===== src/rtl/dram_srf_pkg.sv =====
package dram_srf_pkg;

    typedef enum logic [3:0] {
        ST_IDLE,
        ST_CAS_SETUP,
        ST_RAS_ACT,
        ST_PRECHARGE,
        ST_SR_CAS,
        ST_SR_HOLD,
        ST_SR_RISE,
        ST_SR_PRE,
        ST_DONE
    } seq_state_e;

    typedef enum logic {
        MODE_CBR = 1'b0,
        MODE_ROW = 1'b1
    } burst_mode_e;

    typedef enum logic {
        LEG_ENTRY = 1'b0,
        LEG_EXIT  = 1'b1
    } leg_e;

    typedef struct packed {
        logic ras_n;
        logic cas_n;
        logic busy;
        logic ack;
    } strobe_t;

    // Clock cycles in a span given in tenths of a millisecond.
    function automatic int tenth_ms_to_cyc(int clk_khz, int tenths);
        return (clk_khz * tenths) / 10;
    endfunction

    function automatic strobe_t decode_strobes(seq_state_e s, burst_mode_e m);
        strobe_t o;
        o = '{ras_n: 1'b1, cas_n: 1'b1, busy: 1'b1, ack: 1'b0};
        case (s)
            ST_IDLE:      o.busy = 1'b0;
            ST_CAS_SETUP: o.cas_n = 1'b0;
            ST_RAS_ACT: begin
                o.ras_n = 1'b0;
                o.cas_n = (m == MODE_ROW);
            end
            ST_PRECHARGE: o.busy = 1'b1;
            ST_SR_CAS:    o.cas_n = 1'b0;
            ST_SR_HOLD: begin
                o.ras_n = 1'b0;
                o.cas_n = 1'b0;
            end
            ST_SR_RISE:   o.cas_n = 1'b0;
            ST_SR_PRE:    o.busy = 1'b1;
            ST_DONE: begin
                o.busy = 1'b0;
                o.ack  = 1'b1;
            end
            default:      o.busy = 1'b0;
        endcase
        return o;
    endfunction

endpackage


===== src/rtl/dram_srf_dwell.sv =====
module dram_srf_dwell #(
    parameter int W = 8
) (
    input  logic         clk,
    input  logic         rst,
    input  logic         load,
    input  logic [W-1:0] load_val,
    output logic         expired
);
    logic [W-1:0] cnt_q;

    always_ff @(posedge clk) begin
        if (rst)               cnt_q <= '0;
        else if (load)         cnt_q <= load_val;
        else if (cnt_q != '0)  cnt_q <= cnt_q - 1'b1;
    end

    assign expired = (cnt_q == '0);

endmodule


===== src/rtl/dram_srf_rowctr.sv =====
module dram_srf_rowctr #(
    parameter int ROW_BITS = 10
) (
    input  logic                clk,
    input  logic                rst,
    input  logic                clear,
    input  logic                step,
    output logic [ROW_BITS-1:0] row,
    output logic                wrapped
);
    logic at_last;
    assign at_last = (row == {ROW_BITS{1'b1}});

    always_ff @(posedge clk) begin
        if (rst || clear) begin
            row     <= '0;
            wrapped <= 1'b0;
        end else if (step) begin
            row <= row + 1'b1;
            if (at_last) wrapped <= 1'b1;
        end
    end


    row_wrap_chk: assert property (@(posedge clk) disable iff (rst)
        (step && at_last && !clear) |=> (row == '0 && wrapped));

endmodule


===== src/rtl/dram_srf_window.sv =====
module dram_srf_window #(
    parameter int CNT_W = 16
) (
    input  logic             clk,
    input  logic             rst,
    input  logic             start,
    input  logic             stop,
    input  logic [CNT_W-1:0] limit,
    output logic             overrun
);
    logic             on_q;
    logic [CNT_W-1:0] cnt_q;
    logic [CNT_W:0]   nxt;

    assign nxt     = {1'b0, cnt_q} + 1'b1;
    assign overrun = on_q && (nxt > {1'b0, limit});

    always_ff @(posedge clk) begin
        if (rst) begin
            on_q  <= 1'b0;
            cnt_q <= '0;
        end else if (start) begin
            on_q  <= 1'b1;
            cnt_q <= '0;
        end else if (on_q) begin
            if (!nxt[CNT_W]) cnt_q <= nxt[CNT_W-1:0];
            if (stop)        on_q  <= 1'b0;
        end
    end


    win_close_chk: assert property (@(posedge clk) disable iff (rst)
        (on_q && stop && !start) |=> !on_q);

endmodule


===== src/rtl/dram_srf_seq.sv =====
module dram_srf_seq
    import dram_srf_pkg::*;
#(
    parameter int ROW_BITS      = 10,
    parameter int CLK_KHZ       = 100000,
    parameter int T_RAS_CYC     = 5,
    parameter int T_RP_CYC      = 4,
    parameter int SRF_MIN_CYC   = tenth_ms_to_cyc(CLK_KHZ, 1),
    parameter int CBR_ENTRY_CYC = tenth_ms_to_cyc(CLK_KHZ, 164),
    parameter int CBR_EXIT_CYC  = tenth_ms_to_cyc(CLK_KHZ, 164),
    parameter int RO_ENTRY_CYC  = tenth_ms_to_cyc(CLK_KHZ, 164),
    parameter int RO_EXIT_CYC   = tenth_ms_to_cyc(CLK_KHZ, 164)
) (
    input  logic                clk,
    input  logic                rst,
    input  logic                srf_req,
    input  logic                mode_row_only,
    output logic                srf_ack,
    output logic                host_block,
    output logic                ras_n,
    output logic                cas_n,
    output logic [ROW_BITS-1:0] row_addr,
    output logic                window_err
);
    localparam int DW_A    = (T_RAS_CYC > T_RP_CYC) ? T_RAS_CYC : T_RP_CYC;
    localparam int DW_MAX  = (DW_A > SRF_MIN_CYC) ? DW_A : SRF_MIN_CYC;
    localparam int DW_W    = $clog2(DW_MAX + 1);
    localparam int WIN_A   = (CBR_ENTRY_CYC > CBR_EXIT_CYC) ? CBR_ENTRY_CYC : CBR_EXIT_CYC;
    localparam int WIN_B   = (RO_ENTRY_CYC > RO_EXIT_CYC) ? RO_ENTRY_CYC : RO_EXIT_CYC;
    localparam int WIN_MAX = (WIN_A > WIN_B) ? WIN_A : WIN_B;
    localparam int CNT_W   = $clog2(WIN_MAX + 1);

    localparam logic [DW_W-1:0] LD_ONE  = '0;
    localparam logic [DW_W-1:0] LD_RAS  = DW_W'(T_RAS_CYC - 1);
    localparam logic [DW_W-1:0] LD_RP   = DW_W'(T_RP_CYC - 1);
    localparam logic [DW_W-1:0] LD_HOLD = DW_W'(SRF_MIN_CYC - 1);

    seq_state_e  state_q, state_d;
    burst_mode_e mode_q, mode_d;
    leg_e        leg_q, leg_d;
    strobe_t     strb;

    logic            tmr_load, tmr_exp;
    logic [DW_W-1:0] tmr_val;
    logic                row_clear, row_step, row_wrapped, burst_begin;
    logic [ROW_BITS-1:0] row_q, row_eff;
    logic ras_fall_d, first_fall, last_fall;
    logic win_start, win_stop, win_over;
    logic [CNT_W-1:0] win_limit;
    logic err_q;

    // ---------------- sub-blocks ----------------
    dram_srf_dwell #(.W(DW_W)) u_dwell (
        .clk(clk), .rst(rst), .load(tmr_load), .load_val(tmr_val), .expired(tmr_exp)
    );

    dram_srf_rowctr #(.ROW_BITS(ROW_BITS)) u_rows (
        .clk(clk), .rst(rst), .clear(row_clear), .step(row_step),
        .row(row_q), .wrapped(row_wrapped)
    );

    dram_srf_window #(.CNT_W(CNT_W)) u_window (
        .clk(clk), .rst(rst), .start(win_start), .stop(win_stop),
        .limit(win_limit), .overrun(win_over)
    );

    // ---------------- sequencing ----------------
    always_comb begin
        state_d     = state_q;
        mode_d      = mode_q;
        leg_d       = leg_q;
        tmr_load    = 1'b0;
        tmr_val     = LD_ONE;
        row_clear   = 1'b0;
        row_step    = 1'b0;
        burst_begin = 1'b0;
        case (state_q)
            ST_IDLE: if (srf_req) begin
                mode_d      = mode_row_only ? MODE_ROW : MODE_CBR;
                leg_d       = LEG_ENTRY;
                burst_begin = 1'b1;
                row_clear   = 1'b1;
                tmr_load    = 1'b1;
                if (mode_d == MODE_ROW) begin
                    state_d = ST_RAS_ACT;
                    tmr_val = LD_RAS;
                end else begin
                    state_d = ST_CAS_SETUP;
                end
            end
            ST_CAS_SETUP: if (tmr_exp) begin
                state_d  = ST_RAS_ACT;
                tmr_load = 1'b1;
                tmr_val  = LD_RAS;
            end
            ST_RAS_ACT: if (tmr_exp) begin
                state_d  = ST_PRECHARGE;
                tmr_load = 1'b1;
                tmr_val  = LD_RP;
                row_step = 1'b1;
            end
            ST_PRECHARGE: if (tmr_exp) begin
                tmr_load = 1'b1;
                if (row_wrapped) begin
                    state_d = (leg_q == LEG_ENTRY) ? ST_SR_CAS : ST_DONE;
                end else if (mode_q == MODE_ROW) begin
                    state_d = ST_RAS_ACT;
                    tmr_val = LD_RAS;
                end else begin
                    state_d = ST_CAS_SETUP;
                end
            end
            ST_SR_CAS: if (tmr_exp) begin
                state_d  = ST_SR_HOLD;
                tmr_load = 1'b1;
                tmr_val  = LD_HOLD;
            end
            ST_SR_HOLD: if (tmr_exp && !srf_req) begin
                state_d  = ST_SR_RISE;
                leg_d    = LEG_EXIT;
                tmr_load = 1'b1;
            end
            ST_SR_RISE: if (tmr_exp) begin
                state_d  = ST_SR_PRE;
                tmr_load = 1'b1;
                tmr_val  = LD_RP;
            end
            ST_SR_PRE: if (tmr_exp) begin
                burst_begin = 1'b1;
                row_clear   = 1'b1;
                tmr_load    = 1'b1;
                if (mode_q == MODE_ROW) begin
                    state_d = ST_RAS_ACT;
                    tmr_val = LD_RAS;
                end else begin
                    state_d = ST_CAS_SETUP;
                end
            end
            ST_DONE: state_d = ST_IDLE;
            default: state_d = ST_IDLE;
        endcase
    end

    // Row refreshed by the RAS fall taken at this edge, if any.
    assign row_eff    = burst_begin ? '0 : row_q;
    assign ras_fall_d = (state_d == ST_RAS_ACT) && (state_q != ST_RAS_ACT);
    assign first_fall = ras_fall_d && (row_eff == '0);
    assign last_fall  = ras_fall_d && (row_eff == {ROW_BITS{1'b1}});

    assign win_start = (first_fall && leg_d == LEG_ENTRY)
                     || (state_q == ST_SR_HOLD && state_d == ST_SR_RISE);
    assign win_stop  = (state_q == ST_SR_CAS && tmr_exp)
                     || (last_fall && leg_d == LEG_EXIT);

    always_comb begin
        case ({mode_q, leg_q})
            {MODE_CBR, LEG_ENTRY}: win_limit = CNT_W'(CBR_ENTRY_CYC);
            {MODE_CBR, LEG_EXIT}:  win_limit = CNT_W'(CBR_EXIT_CYC);
            {MODE_ROW, LEG_ENTRY}: win_limit = CNT_W'(RO_ENTRY_CYC);
            default:               win_limit = CNT_W'(RO_EXIT_CYC);
        endcase
    end

    always_ff @(posedge clk) begin
        if (rst) begin
            state_q  <= ST_IDLE;
            mode_q   <= MODE_CBR;
            leg_q    <= LEG_ENTRY;
            row_addr <= '0;
            err_q    <= 1'b0;
        end else begin
            state_q <= state_d;
            mode_q  <= mode_d;
            leg_q   <= leg_d;
            if (ras_fall_d) row_addr <= (mode_d == MODE_ROW) ? row_eff : '0;
            if (win_over)   err_q    <= 1'b1;
        end
    end

    assign strb       = decode_strobes(state_q, mode_q);
    assign ras_n      = strb.ras_n;
    assign cas_n      = strb.cas_n;
    assign host_block = strb.busy;
    assign srf_ack    = strb.ack;
    assign window_err = err_q;

    // ---------------- checks ----------------
    logic [DW_W-1:0]     low_run_q;
    logic [ROW_BITS-1:0] prev_ro_addr_q;

    always_ff @(posedge clk) begin
        if (rst) begin
            low_run_q      <= '0;
            prev_ro_addr_q <= '0;
        end else begin
            if (ras_n)                               low_run_q <= '0;
            else if (low_run_q < DW_W'(SRF_MIN_CYC)) low_run_q <= low_run_q + 1'b1;
            if (!ras_n && cas_n)                     prev_ro_addr_q <= row_addr;
        end
    end


    cbr_order_chk: assert property (@(posedge clk) disable iff (rst)
        ($fell(ras_n) && mode_q == MODE_CBR) |-> (!cas_n && $past(cas_n) == 1'b0));


    row_step_chk: assert property (@(posedge clk) disable iff (rst)
        ($fell(ras_n) && cas_n && row_addr != '0) |-> (row_addr == prev_ro_addr_q + 1'b1));


    sr_hold_chk: assert property (@(posedge clk) disable iff (rst)
        ($rose(ras_n) && !cas_n) |-> (low_run_q >= DW_W'(SRF_MIN_CYC)));


    block_cover_chk: assert property (@(posedge clk) disable iff (rst)
        !ras_n |-> host_block);


    ack_pulse_chk: assert property (@(posedge clk) disable iff (rst)
        srf_ack |-> (!host_block && $past(ras_n) && $past(cas_n)) ##1 !srf_ack);


    err_sticky_chk: assert property (@(posedge clk) disable iff (rst)
        window_err |=> window_err);

endmodule


===== config.mk =====
export PLATFORM = sky130hd
export DESIGN_NAME = dram_srf_seq
export DESIGN_NICKNAME = d
export VERILOG_FILES = /design/src/rtl/dram_srf_pkg.sv /design/src/rtl/dram_srf_dwell.sv /design/src/rtl/dram_srf_rowctr.sv /design/src/rtl/dram_srf_window.sv /design/src/rtl/dram_srf_seq.sv
export SDC_FILE = /design/constraint.sdc
export NUM_CORES = 1
export LEC_CHECK = 0
export BUFFER_PORTS_ARGS = -buffer_cell sky130_fd_sc_hd__clkbuf_2
export CAP_MARGIN = 20
export CORE_AREA = 2 2 84 86
export DETAILED_ROUTE_END_ITERATION = 6
export DIE_AREA = 0 0 86 88
export PLACE_DENSITY = 0.71
export SETUP_SLACK_MARGIN = 0.4
export SYNTH_ARGS = -nofsm -noshare
export SYNTH_HDL_FRONTEND = slang
export SYNTH_SLANG_ARGS = --single-unit
export TNS_END_PERCENT = 30

===== constraint.sdc =====
create_clock -name clk -period 2.63 [get_ports clk]
set_clock_uncertainty 0.1 [all_clocks]
set_input_delay 0.263 -clock clk [delete_from_list [all_inputs] [get_ports clk]]
set_output_delay 0.263 -clock clk [all_outputs]
set_load 0.01 [all_outputs]

==> out/summary.txt <==
STA
--------------------------------------------------------------------------------
Worst rel slew slack                                                       69.9%
Achievable Freq                                                          462 MHz
Number of max-slew violations in the final report                              0
Unrepaired setup endpoints after global routing                             true
Period Utilization, post-route                                             82.2%
TNS Setup                                                                   0 ps
Final setup margin                                                        468 ps
Final setup violation count                                                    0
Worst-Margin Slew                                                         439 ps
Min cycle time layout                                                    2160 ps
Number of endpoints with negative hold slack in the final report               0

FINAL LAYOUT
--------------------------------------------------------------------------------
Core Util, Final                                                           62.8%
Final non-filler cell area                                           0.00418 mm²
Synthesis-to-finish area growth                                            17.9%
Most frequent cells in the layout                                   sky130_fd_sc_hd__nor2_1 (71), sky130_fd_sc_hd__dfxtp_1 (55), sky130_fd_sc_hd__nand2_1 (50)
Total Nets Final                                                             494
Antenna diode instance count                                                   0
Proportion of layout cells with a drive suffix above 1                     19.6%
Final standard cell count with taps included and fillers excluded            571
Most common cell after layout, fill and taps aside                  sky130_fd_sc_hd__nor2_1

CRITICAL PATH
--------------------------------------------------------------------------------
Max Fanout on Critical Path                                                    7
Endpoint arrival time on the critical path                               2330 ps
Critical path required time                                              2800 ps
Critical Path Start Type                                               flip-flop
Worst reg2reg startpoint                                            u_dwell.cnt_q[2]
Crit Path Category                                                  flip-flop to flip-flop
Setup slack, reg-to-reg                                                   470 ps
Critical path endpoint                                                state_q[1]
Start point of the critical path                                    u_dwell.cnt_q[2]
Worst R2R End                                                         state_q[1]
Logic depth of the worst register-to-register path                             6
CP endpoint kind                                                       flip-flop

CLOCK NETWORK
--------------------------------------------------------------------------------
Number of buffers inserted during clock tree synthesis                         9
Clock latency on the worst-skew pair                                      350 ps
Clk root buf                                                        sky130_fd_sc_hd__clkbuf_8
Number of sinks driven by the clock tree                                      64
TritonCTS clock tree                                                         yes
Count of hold-fix buffers inserted at cts                                      0
Clock transition at the registers of the reported paths                    80 ps
Count of H-tree levels built during CTS                                        3
Maximum clock path buffer count                                                2

LOGIC SYNTHESIS
--------------------------------------------------------------------------------
Syn Area/Cell                                                           7.70 µm²
Post-synthesis instance area                                         0.00354 mm²
Number of distinct library cells after synthesis                              50
Warnings, synthesis                                                            0
Most area-consuming cells after synthesis                           sky130_fd_sc_hd__dfxtp_1 (36%), sky130_fd_sc_hd__nor2_1 (7.7%), sky130_fd_sc_hd__nand2_1 (5.3%)
Number of enable-type register cells in the synthesized netlist                0
Share of synthesized registers carrying an async set or reset                 0%
Synth Instances                                                              460
Post-synthesis net count                                                     468
Flip-flop cell with the highest count after synthesis               sky130_fd_sc_hd__dfxtp_1
Dominant cell type by area after synthesis                          sky130_fd_sc_hd__dfxtp_1
Post-synthesis register bit count                                             64
Sequential fraction of the synthesis area                                  36.2%
Area share of the largest cell type after synthesis                        36.2%

HOLD PATH
--------------------------------------------------------------------------------
Startpoint of the tightest hold check path                               srf_req
Type of the tightest min-delay check                                input port to flip-flop

GLOBAL ROUTING
--------------------------------------------------------------------------------
Total grt overflow                                                             0
Wire length of the first global-routing pass                            14000 µm
Number of global-route vias before repair                                   3054
Maximum number of pins on one net before global-route repair                  22
Initial antenna violation count                                                0
Global-route usage over all layers                                         23.0%

FLOORPLAN
--------------------------------------------------------------------------------
Standard-cell row count                                                       30
Boundary pin count                                                            19
DIE WIDTH                                                                  86 µm
Total die area                                                       0.00757 mm²
Starting density of the core                                               53.3%
Vertical extent of the die                                                 88 µm
Total core area                                                      0.00664 mm²

PLACEMENT
--------------------------------------------------------------------------------
Post-detailed-placement half-perimeter wirelength                        5480 µm
Placed cell count                                                            549
IO Port Bufs                                                                  18
Global placer's final weighted congestion                                  0.919
Cell Area, Placed                                                    0.00375 mm²
Worst slack after detailed placement                                      201 ps

DRT
--------------------------------------------------------------------------------
Vias per inst                                                               5.81
DRC violation total after the first TritonRoute iteration                    282
Drt total wl                                                             8280 µm
Average wire per cell in the routed design                               14.5 µm
Drt drc                                                                        0
Number of nets still failing antenna checks after routing                      0
Router iterations before antenna repair                                        5
Vias                                                                        3315

POWER AND IR DROP
--------------------------------------------------------------------------------
Peak ir drop on the vdd network                                       0.000429 V
Lkg Pwr                                                                  1.53 nW
Power density relative to cell area                                   971 mW/mm²

STATUS
--------------------------------------------------------------------------------
Status                                                              finished clean

FLOW RUN
--------------------------------------------------------------------------------
Max-capacitance violation count                                                0

## final cells by class
cell class	count	area, µm²
clock buffers	9	124
clock inverters	7	143
fillers	550	2470
inverters	12	45.0
multi-input cells	359	2210
flip-flops and latches	64	1290
well taps	80	100
repair buffers	40	259
## metrics by stage
step | hold WS [ps] | total power, mW
2_1_floorplan | 325 | 2.35
3_3_place_gp | 369 | 2.66
5_1_grt | 236 | 4.32
3_5_place_dp | 376 | 2.68
4_1_cts | 208 | 3.94
6_report | 239 | 4.05
## synthesized netlist by cell type, types with 9 or more instances
master and instances:
sky130_fd_sc_hd__nand4_1 13, sky130_fd_sc_hd__nand2_1 50, sky130_fd_sc_hd__nor2_1 73, sky130_fd_sc_hd__clkbuf_1 18, sky130_fd_sc_hd__a21oi_1 30, sky130_fd_sc_hd__o21ai_0 19
sky130_fd_sc_hd__nor3_1 18, sky130_fd_sc_hd__xor2_1 20, sky130_fd_sc_hd__inv_1 12, sky130_fd_sc_hd__nand3_1 22, sky130_fd_sc_hd__dfxtp_1 64, sky130_fd_sc_hd__and2_1 9
sky130_fd_sc_hd__xnor2_1 18
## flip-flops by register name (all words and copies together), names as in the netlist
register        cells
window_err          1
mode_q              1
u_rows.row         10
u_dwell.cnt_q      14
state_q             4
u_rows.wrapped      1
u_window.cnt_q     21
leg_q               1
row_addr           10
u_window.on_q       1
## what timing repair did
| item | in CTS | in global routing |
|---|---|---|
| pin swaps | 3 | 11 |
| resized for setup | 8 | 26 |
| buffers inserted | 3 | 3 |
| endpoints found under the setup margin | 41 | 43 |
## how the worst min path moves through the flow
stage               cells past startpoint          end  slack, ps
floorplan                               2   state_q[3]        320
global placement                        2   window_err        370
detailed placement                      2  row_addr[5]        380
CTS                                     4        leg_q        210
global route                            3   state_q[1]        240
finish                                  3   state_q[1]        240
## layer usage
metal	vias up	GRT usage, %	routed length [µm]
met5	-	0	0
met4	0	9.52	172
met3	21	5.09	373
met2	104	37.1	3860
met1	1527	29.9	3870
li1	1663	-	-
## report_power, final
| group | leakage (nW) | internal [mW] | switching, mW | total (mW) |
|---|---|---|---|---|
| clock network | 0.134 | 0.729 | 0.407 | 1.14 |
| logic | 0.877 | 0.752 | 0.903 | 1.65 |
| registers | 0.524 | 1.12 | 0.148 | 1.26 |
## worst max-delay path, stage by stage (launching register included)
cell and delay [ps]:
sky130_fd_sc_hd__dfxtp_2 350, sky130_fd_sc_hd__nor4_4 410, sky130_fd_sc_hd__and4_4 340, sky130_fd_sc_hd__buf_4 140, sky130_fd_sc_hd__nand2_1 100, sky130_fd_sc_hd__or4b_1 470, sky130_fd_sc_hd__a21boi_0 160
## kinds of logic after synthesis
family | synth area share [%]
fa+ha+maj | 1.41
simple gates | 34.0
compound gates | 13.6
xor+xnor | 9.40
flops | 36.2
buf+inv | 4.24
mux | 1.13
No activity file was read; power rests on OpenSTA's default activity.
